[src/rtl/frame_depth_fifo_pkg.sv]
package frame_depth_fifo_pkg;
  localparam int unsigned FDQ_WIDTH      = 32;
  localparam int unsigned FDQ_CAP        = 32;
  localparam int unsigned FDQ_FS_W       = 6;
  localparam int unsigned FDQ_BASE_DEPTH = 4;
  localparam int unsigned FDQ_LIM_NARROW = 8;
  localparam int unsigned FDQ_LIM_MID    = 16;

  typedef enum logic [1:0] {
    DEPTH_BASE   = 2'd0,
    DEPTH_WHOLE  = 2'd1,
    DEPTH_HALF   = 2'd2,
    DEPTH_FOURTH = 2'd3
  } depth_class_e;
endpackage

[src/rtl/fdq_depth_sel.sv]
module fdq_depth_sel
  import frame_depth_fifo_pkg::*;
#(
  parameter int unsigned CAP        = FDQ_CAP,
  parameter int unsigned FS_W       = FDQ_FS_W,
  parameter int unsigned BASE_DEPTH = FDQ_BASE_DEPTH,
  parameter int unsigned LIM_NARROW = FDQ_LIM_NARROW,
  parameter int unsigned LIM_MID    = FDQ_LIM_MID,
  localparam int unsigned CW        = $clog2(CAP) + 1
) (
  input  logic            wide_mode,
  input  logic [FS_W-1:0] frame_bits,
  output depth_class_e    depth_class,
  output logic [CW-1:0]   depth
);
  // Classify the setting first, then map the class to a slot count.
  always_comb begin
    if (!wide_mode)                            depth_class = DEPTH_BASE;
    else if (frame_bits <= FS_W'(LIM_NARROW))  depth_class = DEPTH_WHOLE;
    else if (frame_bits <= FS_W'(LIM_MID))     depth_class = DEPTH_HALF;
    else                                       depth_class = DEPTH_FOURTH;
  end

  always_comb begin
    unique case (depth_class)
      DEPTH_WHOLE:  depth = CW'(CAP);
      DEPTH_HALF:   depth = CW'(CAP / 2);
      DEPTH_FOURTH: depth = CW'(CAP / 4);
      default:      depth = CW'(BASE_DEPTH);
    endcase
  end
endmodule

[src/rtl/fdq_ctrl.sv]
module fdq_ctrl #(
  parameter int unsigned CAP = 32,
  localparam int unsigned AW = $clog2(CAP),
  localparam int unsigned CW = AW + 1
) (
  input  logic          clk,
  input  logic          rst_n,
  input  logic [CW-1:0] depth,
  input  logic          flush,
  input  logic          push_req,
  input  logic          pop_req,
  output logic          push_ok,
  output logic [AW-1:0] wr_addr,
  output logic [AW-1:0] rd_addr,
  output logic          empty,
  output logic          full,
  output logic          near_full
);
  logic [AW-1:0] wptr_q, rptr_q;
  logic [CW-1:0] count_q, count_nxt;
  logic          pop_ok;
  logic          empty_q, full_q, near_q;

  // A push needs room under the usable depth; a pop needs a stored word.
  assign push_ok = push_req && !full_q && !flush;
  assign pop_ok  = pop_req && !empty_q && !flush;

  always_comb begin
    if (flush) count_nxt = '0;
    else       count_nxt = count_q + CW'(push_ok) - CW'(pop_ok);
  end

  // Pointers run over the whole physical array and wrap at its size.
  always_ff @(posedge clk or negedge rst_n) begin
    if (!rst_n) begin
      wptr_q  <= '0;
      rptr_q  <= '0;
      count_q <= '0;
    end else if (flush) begin
      wptr_q  <= '0;
      rptr_q  <= '0;
      count_q <= '0;
    end else begin
      if (push_ok) wptr_q <= wptr_q + AW'(1);
      if (pop_ok)  rptr_q <= rptr_q + AW'(1);
      count_q <= count_nxt;
    end
  end

  // Flags are registered from the next occupancy.
  always_ff @(posedge clk or negedge rst_n) begin
    if (!rst_n) begin
      empty_q <= 1'b1;
      full_q  <= 1'b0;
      near_q  <= 1'b0;
    end else begin
      empty_q <= (count_nxt == '0);
      full_q  <= (count_nxt >= depth);
      near_q  <= (count_nxt >= (depth - CW'(1)));
    end
  end

  assign wr_addr   = wptr_q;
  assign rd_addr   = rptr_q;
  assign empty     = empty_q;
  assign full      = full_q;
  assign near_full = near_q;
endmodule

[src/rtl/fdq_store.sv]
module fdq_store #(
  parameter int unsigned WIDTH = 32,
  parameter int unsigned CAP   = 32,
  localparam int unsigned AW   = $clog2(CAP)
) (
  input  logic             clk,
  input  logic             wr_en,
  input  logic [AW-1:0]    wr_addr,
  input  logic [WIDTH-1:0] wr_data,
  input  logic [AW-1:0]    rd_addr,
  input  logic             rd_blank,
  output logic [WIDTH-1:0] rd_data
);
  logic [WIDTH-1:0] cells [CAP];

  // One enabled register per slot.
  for (genvar g = 0; g < CAP; g++) begin : g_slot
    logic [WIDTH-1:0] cell_q;
    always_ff @(posedge clk) begin
      if (wr_en && (wr_addr == AW'(g))) cell_q <= wr_data;
    end
    assign cells[g] = cell_q;
  end

  // An empty queue reads as zero so stale slots never leak out.
  assign rd_data = rd_blank ? '0 : cells[rd_addr];
endmodule

[src/rtl/frame_depth_fifo.sv]
module frame_depth_fifo
  import frame_depth_fifo_pkg::*;
#(
  parameter int unsigned WIDTH      = FDQ_WIDTH,
  parameter int unsigned CAP        = FDQ_CAP,
  parameter int unsigned FS_W       = FDQ_FS_W,
  parameter int unsigned BASE_DEPTH = FDQ_BASE_DEPTH,
  parameter int unsigned LIM_NARROW = FDQ_LIM_NARROW,
  parameter int unsigned LIM_MID    = FDQ_LIM_MID
) (
  input  logic             clk,
  input  logic             rst_n,
  input  logic             wide_mode,
  input  logic [FS_W-1:0]  frame_bits,
  input  logic             flush,
  input  logic             in_valid,
  output logic             in_ready,
  input  logic [WIDTH-1:0] in_data,
  output logic             out_valid,
  input  logic             out_ready,
  output logic [WIDTH-1:0] out_data,
  output logic             full,
  output logic             near_full,
  output logic             empty
);
  localparam int unsigned AW = $clog2(CAP);
  localparam int unsigned CW = AW + 1;

  depth_class_e  depth_class;
  logic [CW-1:0] depth;
  logic          push_ok;
  logic [AW-1:0] wr_addr, rd_addr;

  fdq_depth_sel #(
    .CAP(CAP), .FS_W(FS_W), .BASE_DEPTH(BASE_DEPTH),
    .LIM_NARROW(LIM_NARROW), .LIM_MID(LIM_MID)
  ) u_depth (
    .wide_mode  (wide_mode),
    .frame_bits (frame_bits),
    .depth_class(depth_class),
    .depth      (depth)
  );

  fdq_ctrl #(.CAP(CAP)) u_ctrl (
    .clk      (clk),
    .rst_n    (rst_n),
    .depth    (depth),
    .flush    (flush),
    .push_req (in_valid),
    .pop_req  (out_ready),
    .push_ok  (push_ok),
    .wr_addr  (wr_addr),
    .rd_addr  (rd_addr),
    .empty    (empty),
    .full     (full),
    .near_full(near_full)
  );

  fdq_store #(.WIDTH(WIDTH), .CAP(CAP)) u_store (
    .clk     (clk),
    .wr_en   (push_ok),
    .wr_addr (wr_addr),
    .wr_data (in_data),
    .rd_addr (rd_addr),
    .rd_blank(empty),
    .rd_data (out_data)
  );

  assign in_ready  = !full;
  assign out_valid = !empty;
endmodule

[config.mk]
export PLATFORM = sky130hd
export DESIGN_NAME = frame_depth_fifo
export DESIGN_NICKNAME = d
export VERILOG_FILES = /design/src/rtl/frame_depth_fifo_pkg.sv /design/src/rtl/fdq_depth_sel.sv /design/src/rtl/fdq_ctrl.sv /design/src/rtl/fdq_store.sv /design/src/rtl/frame_depth_fifo.sv
export SDC_FILE = /design/constraint.sdc
export NUM_CORES = 1
export LEC_CHECK = 0
export BUFFER_PORTS_ARGS = -buffer_cell sky130_fd_sc_hd__clkbuf_2
export CORE_AREA = 2 2 289 291
export DETAILED_ROUTE_END_ITERATION = 8
export DIE_AREA = 0 0 291 293
export PLACE_DENSITY = 0.66
export SYNTH_ARGS = -nofsm -noshare
export SYNTH_HDL_FRONTEND = slang
export SYNTH_HIERARCHICAL = 1
export SYNTH_SLANG_ARGS = --single-unit
[constraint.sdc]
create_clock -name clk -period 6.1 [get_ports clk]
set_clock_uncertainty 0.05 [all_clocks]
set_input_delay 0.305 -clock clk [delete_from_list [all_inputs] [get_ports clk]]
set_output_delay 0.305 -clock clk [all_outputs]
set_load 0.005 [all_outputs]
Yosys cells after proc, flatten, opt, wreduce, memory -nomap -nowiden:

Index checks and enable logic that the tools add are counted.
Widths: inputs -> output; s select.

* output and inout port bits: 37
* input port bits: 44
* word-level logic and storage cells: 140
* flip-flop bits (word level): 1043

* $add $sub $neg: 5
* muxes and demuxes: 14
* reductions and logical operators: 43
* bitwise gates (word level): 1
* magnitude comparators: 5
* equality and inequality tests: 34

Operators with widths (count)
* $bmux 32 s5: 1
* $mux 32: 3
* $eq 5x5->1 const B: 16
* $eq 5x4->1 const B: 8
* $logic_and 1x1->1: 36
* $eq 5x3->1 const B: 4
* $mux 5: 4
* $pmux 6 s3: 1
* $ge 6x6->1: 2
* $mux 6: 2
* $add 5x1->5 const B: 2
* $eq 5x2->1 const B: 2
* $add 6x1->6: 1
* $ge 6x6->1 const B: 1
* $le 6x4->1 const B: 1
* $le 6x5->1 const B: 1
* $logic_not 6->1: 1
* $not 5->6: 1
* $sub 6x1->6: 1
* $sub 6x1->6 const B: 1
* $eq 5x1->1 const B: 1
* $logic_not 5->1: 1
* $eq 2x2->1 const B: 2
* $mux 2: 2
* other kinds (4): 7

Longest topological paths before layout:

Gate-level depths: netlist of the first run.

* word-level depth: 8
* gate-level depth with buffers: 15

Modules after synthesis:

Netlist of the first run, hierarchy kept.

Modules (own cells, without submodules)
* fdq_store: area each 39195.1 um^2, cells each 1709, instances 1
* fdq_ctrl: area each 1403.8 um^2, cells each 146, instances 1
* fdq_depth_sel: area each 112.6 um^2, cells each 17, instances 1
* frame_depth_fifo: area each 7.5 um^2, cells each 2, instances 1

Worst setup path after synthesis of the first run:

Ideal clock, no wire load.

* path type: register to register
* start point: reg u_ctrl.full_q (netlist: u_ctrl/full)
* end point: reg u_store.g_slot[3].cell_q[0] (enable)
* arrival: 3571 ps
* path buffers: 1
* data required time: 5589 ps
* setup slack: 2018 ps
* setup time: 461 ps
* stages on the path, launching flop included: 7
* cell sequence: dfrtp_1 -> nor2b_1 -> clkbuf_1 -> and2_1 -> nor2b_1 -> nand3_1 -> nor3_1

* cells in the longest elaborated chain, start to end: 4

Ends and longest elaborated chain
* start, declared: line fdq_ctrl.sv:22 `logic empty_q, full_q, near_q;`
* start signal, assigned: line fdq_ctrl.sv:58 `full_q <= (count_nxt >= depth);`
* $logic_not 1->1: line fdq_ctrl.sv:25 `assign push_ok = push_req && !full_q && !flush;`
* $logic_and 1x1->1 (2 in a row): line fdq_ctrl.sv:25
* net push_ok: line frame_depth_fifo.sv:31 `logic push_ok;`
* $logic_and 1x1->1: line fdq_store.sv:20 `if (wr_en && (wr_addr == AW'(g))) cell_q <= wr_data;`
* end signal, assigned: line fdq_store.sv:20
* end, declared: line fdq_store.sv:18 `logic [WIDTH-1:0] cell_q;`

The timed path passes the listed nets, and every way through them passes these cells.
A chain may end at the register's enable or synchronous reset.

Final worst setup path of the first run:

* start point: reg u_ctrl.rptr_q[0] (netlist: u_ctrl/rd_addr[0])
* end point: out out_data[27]

* cells in the longest elaborated chain, start to end: 5

Ends and longest elaborated chain
* start, declared: line fdq_ctrl.sv:19 `logic [AW-1:0] wptr_q, rptr_q;`
* start signal, assigned: line fdq_ctrl.sv:45 `if (pop_ok) rptr_q <= rptr_q + AW'(1);`
* $not 5->6 (not written as such): line fdq_store.sv:26 `assign rd_data = rd_blank ? '0 : cells[rd_addr];`
* $bmux 32 s5: line fdq_store.sv:26
* $mux 32 (not written as such) (2 in a row): line fdq_store.sv:26
* $mux 32: line fdq_store.sv:26
* end, declared: line frame_depth_fifo.sv:21 `output logic [WIDTH-1:0] out_data,`

Every way passes these cells. The select of a mux whose other input is x is not followed.

==> results.cfg, run 1 <==
[run_status]
status = finished, final reports clean

[global_routing]
grt_pass1_wl_mm = 140.6
grt_max_degree = 90
grt_pass1_vias = 20285
grt_overflow = 0
antenna_found_initial = 4
grt_usage_pct = 23.05

[pwr]
powerDensity_nw_per_um2 = 357.8
peakVddDrop_mv = 0.2223
power_w = 0.01638
power.leakage_nw = 14.21

[synthesis]
synthCells = 1872
yosys_warnings = 6
synth.avg_cell_area_sq_um = 21.74
mappedNetlistArea_sq_um = 40700

[final_layout]
final_area_sq_um = 45790
diodes = 0
areaGrowthSynthToFinish_pct = 12.50
final_nets = 2069
drive_above_1_share_pct = 26.15
layout_common_cells = edfxtp_1, mux4_2, mux2i_1
final_common_cell = edfxtp_1

[worst_setup_path]
arrival_ns = 3.92
crit_type = register to output port
slowest_stage = dfrtp_4
cp_max_fo = 52
path_delay_family = buffers and inverters
path_buf_inv = 2
startpoint_type = register
crit_path_end_kind = output port
cp_data_required_time_ns = 5.74
cp_cell_sequence = buf_4 > mux4_2 > a22oi_1 > a31oi_1 > clkbuf_2
cpPeakStageDelay_ns = 0.95

[cts]
cts_tree = built
clock_path_buffers = 3
cts_sinks = 1043
cts_max_level = 3
cts_resized = 0
numCtsBuffers = 104
clockRootBuffer = clkbuf_16
clock_latency_ns = 0.65
clk_pin_slew_ns = 0.06
post-cts-setup-buffer-count = 0

[place]
place_congestion = 0.7841
numPortBuffers = 80
hpwl_mm = 51.89
placed_cell_area_sq_um = 42500

[timing]
timing.fmax_mhz = 233.7
relSlewSlack_pct = 9.240
min_period_over_period_pct = 70.16
hold_viol = 0
setup_viol = 0
hold_ws_ns = 0.1045
worst_pin_slew_ns = 1.358
slew_viol_final = 0
post-route-min-period_ns = 4.280
rsz0062_at_grt = no
setup-tns-final_ns = 0

[floorplanning]
die_y_um = 293
die_x_um = 291
io_pins = 81
rows = 105
initial_core_util_pct = 49.73
core_area_sq_um = 81850
dieArea_sq_um = 85260

[routing]
via_per_inst = 6.315
routed_wl_mm = 97.54
drc = 0
wire_per_inst_um = 30.92
first_pass_iters = 5
antenna_left = 0
drt_iter0_drc = 2035
vias = 19919

[hold_path]
min_path_type = input pin to register

[run]
cap_violations = 0
where the power goes:
part           internal (W)  switching (W)  total [W]
clock               0.00353        0.00255    0.00608
sequential          0.00795       0.000104    0.00805
combinational       0.00101        0.00124    0.00226
through the flow:
step / worst slack (ns) / util, % / instances
2_1_floorplan: 2.018 / - / 1873
6_report: 1.820 / 55.94 / 3154
3_3_place_gp: 2.391 / 51.93 / 2964
3_5_place_dp: 2.363 / 51.93 / 2964
4_1_cts: 1.655 / 55.89 / 3152
5_1_grt: 1.460 / 55.94 / 3154
flip-flops by register name, indices dropped and copies added, names as in the netlist:
name                   cells
u_ctrl/count_q             6
u_ctrl/wr_addr             5
u_ctrl/empty               1
u_ctrl/rd_addr             5
u_store/g_slot.cell_q   1024
u_ctrl/full                1
u_ctrl/near_full           1
per-layer routing:
layer / global-route usage [%] / vias up / routed length (um)
met1: 32.03 / 10728 / 39230
met5: 0 / - / 37
met4: 7.140 / 6 / 2535
met3: 4.682 / 151 / 8305
li1: - / 8155 / -
met2: 37.19 / 879 / 47420
path summary, 6_finish.rpt:
| path | cells past startpoint | endpoint | slack, ns | start |
|---|---|---|---|---|
| setup reg to reg | 6 | u_store/g_slot[3].cell_q[13] | 2.50 | u_ctrl/full |
| setup / recovery | 5 | out_data[27] | 1.82 | u_ctrl/rd_addr[0] |
| max in group asynchronous | 2 | u_ctrl/rd_addr[1] | 5.37 | rst_n |
| hold / removal | 2 | u_ctrl/count_q[1] | 0.10 | flush |
| hold reg to reg | 2 | u_ctrl/wr_addr[4] | 0.59 | u_ctrl/wr_addr[4] |
| min in group asynchronous | 2 | u_ctrl/wr_addr[2] | 0.16 | rst_n |
area by class of cell:
class,instances,area (sq um)
clock buffers,132,2771
clock inverters,55,457.9
fillers,5992,36060
inverters,19,72.57
multi-input cells,702,9012
flip-flops and latches,1043,31240
well taps,1070,1339
repair buffers,133,895.9
worst reg2reg max path, cell delays in order, from the launching register on:
cell	delay, ns
dfrtp_1	0.39
nor2b_1	0.51
and2_1	0.33
nor2b_1	0.30
nand3_1	0.36
nor3_2	1.00
buf_12	0.32
timing repair:
action / 4_1_cts / 5_1_grt
setup endpoints to repair: 0 / 0
hold buffers: 1 / 0
hold endpoints to repair: 18 / 0
(Power assumes the default switching activity.)
==> inputs of run 2 (changes only) <==
--- a/config.mk
+++ b/config.mk
@@ -5,11 +5,12 @@
 export SDC_FILE = /design/constraint.sdc
 export NUM_CORES = 1
 export LEC_CHECK = 0
+export ABC_AREA = 1
 export BUFFER_PORTS_ARGS = -buffer_cell sky130_fd_sc_hd__clkbuf_2
-export CORE_AREA = 2 2 289 291
+export CORE_AREA = 2 2 298 300
 export DETAILED_ROUTE_END_ITERATION = 8
-export DIE_AREA = 0 0 291 293
-export PLACE_DENSITY = 0.66
+export DIE_AREA = 0 0 300 302
+export PLACE_DENSITY = 0.69
 export SYNTH_ARGS = -nofsm -noshare
 export SYNTH_HDL_FRONTEND = slang
 export SYNTH_HIERARCHICAL = 1
==> constraint.sdc (replaced) <==
create_clock -name clk -period 3.7 [get_ports clk]
set_clock_uncertainty 0.05 [all_clocks]
set_input_delay 0.185 -clock clk [delete_from_list [all_inputs] [get_ports clk]]
set_output_delay 0.185 -clock clk [all_outputs]
set_load 0.005 [all_outputs]
==> results.cfg, run 2 <==
[timing]
slew_viol_final = 0
min_period_over_period_pct = 96.48
setup_viol = 0
post-route-min-period_ns = 3.570
timing.fmax_mhz = 280.1
rsz0062_at_grt = no
setup-tns-final_ns = 0
relSlewSlack_pct = 39.64
hold_viol = 0
hold_ws_ns = 0.05664
worst_pin_slew_ns = 0.9024

[hold_path]
min_path_type = input pin to register
hp-start = frame_bits[4]

[worst_setup_path]
cp_max_fo = 109
cp_data_required_time_ns = 3.46
startpoint_type = register
crit_start = u_ctrl/rd_addr[0]
r2r_start = u_ctrl/empty
crit_type = register to output port
arrival_ns = 3.33
crit_path_end_kind = output port

[pwr]
switching_share_pct = 27.40
power_frac_seq_pct = 48.3
powerDensity_nw_per_um2 = 565.2
internal-power_w = 0.01985
p_comb_share_pct = 16.7
peakVddDrop_mv = 0.3917
power.leakage_nw = 17.68
switching_power_w = 0.007489
p_clk_share_pct = 35.0

[synthesis]
synth.avg_cell_area_sq_um = 11.57
mappedNetlistArea_sq_um = 43420
synthCells = 3753
yosys_warnings = 6

[global_routing]
grt_max_degree = 140
antenna_found_initial = 2
grt_overflow = 0
grt_pass1_vias = 27229
grt_pass1_wl_mm = 167.5
grt_usage_pct = 24.66

[cts]
clk_pin_slew_ns = 0.06
clock_path_buffers = 3
clockRootBuffer = clkbuf_16
cts_tree = built
clock_latency_ns = 0.65
cts_max_level = 3
numCtsBuffers = 102
cts_sinks = 1043

[final_layout]
num-fill-cells = 7129
largest_reg_flops = 1024
layout_common_cells = nand2_1, edfxtp_1, nand3_1
drive_above_1_share_pct = 9.592
final_nets = 3885
final_common_cell = nand2_1
largest_register = u_store/g_slot.cell_q
areaGrowthSynthToFinish_pct = 11.38
reg_top3 = u_store/g_slot.cell_q x1024, u_ctrl/count_q x6

[floorplanning]
core_area_sq_um = 87560
dieArea_sq_um = 90600
die_y_um = 302
die_x_um = 300
io_pins = 81
rows = 109
initial_core_util_pct = 49.60

[routing]
drc = 0
first_pass_iters = 5
routed_wl_mm = 112.2
drt_iter0_drc = 3345
wire_per_inst_um = 22.14
via_per_inst = 5.714
antenna_left = 0
vias = 28949

[place]
numPortBuffers = 80
place_congestion = 0.8055
hpwl_mm = 58.83

[run]
cap_violations = 0

[run_status]
status = finished, final reports clean
run 2: power by group through the flow:
stage	Sequential [W]	Clock (W)	Combinational, W
global placement	0.0134	0	0.00443
detailed placement	0.0134	0	0.00449
floorplan	0.0134	0	0.00328
global route	0.0132	0.0101	0.00508
CTS	0.0132	0.00968	0.00453
finish	0.0132	0.00958	0.00455
run 2: final timing paths:
path | end | depth (start not counted) | slack [ns]
max | out_data[22] | 10 | 0.13
min | u_ctrl/full | 8 | 0.06
max reg2reg | u_ctrl/near_full | 14 | 0.70
min reg2reg | u_ctrl/wr_addr[4] | 1 | 0.49
max in group asynchronous | u_ctrl/rd_addr[3] | 4 | 1.65
min in group asynchronous | u_ctrl/empty | 3 | 0.54
run 2: layer usage:
metal	global-route usage, %	up-vias	wire length (um)	part of all wire, %
li1	-	13146	-	-
met3	3.311	204	10170	9.1
met2	39.68	1402	52860	47
met1	35.51	14197	46460	41
met4	6.976	0	2678	2.4
met5	0	-	0	0
run 2: cell type report:
type | instances | area, sq um | share of cell area (%)
Antenna cell | 2 | 5.005 | 0.01035
Sequential cell | 1043 | 31240 | 64.60
Multi-Input combinational cell | 2430 | 10710 | 22.14
Timing Repair Buffer | 189 | 1682 | 3.477
Clock buffer | 131 | 2704 | 5.590
Tap cell | 1165 | 1458 | 3.014
Clock inverter | 53 | 332.8 | 0.6881
Inverter | 53 | 234.0 | 0.4838
run 2: metrics by stage:
stage	cell area (sq um)	total power [W]	setup WS [ns]	std cells	utilization (%)
5_1_grt	48360	0.02843	0.01888	5065	55.24
3_5_place_dp	45240	0.01794	0.7112	4873	51.67
4_1_cts	48350	0.02741	0.09131	5064	55.22
2_1_floorplan	43430	0.01667	0.6558	3754	-
3_3_place_gp	45240	0.01787	0.8038	4873	51.67
6_report	48370	0.02733	0.1303	5066	55.24
run 2: worst max-delay path, stage by stage (launching register included):
cell and delay (ns):
dfrtp_4 0.82, buf_12 0.46, nand2_1 0.13, nand3_1 0.12, nand3_1 0.11, nand2_1 0.12, nand2_1 0.05, nand3_1 0.12
nand2_1 0.09, nor2_1 0.39, clkbuf_2 0.19
run 2: what timing repair did:
action                                  CTS  global route
setup buffers                             0             0
endpoints found under the hold margin    33             0
hold buffers                              7             0
endpoints found under the setup margin    0             1
resized for setup                         0             2
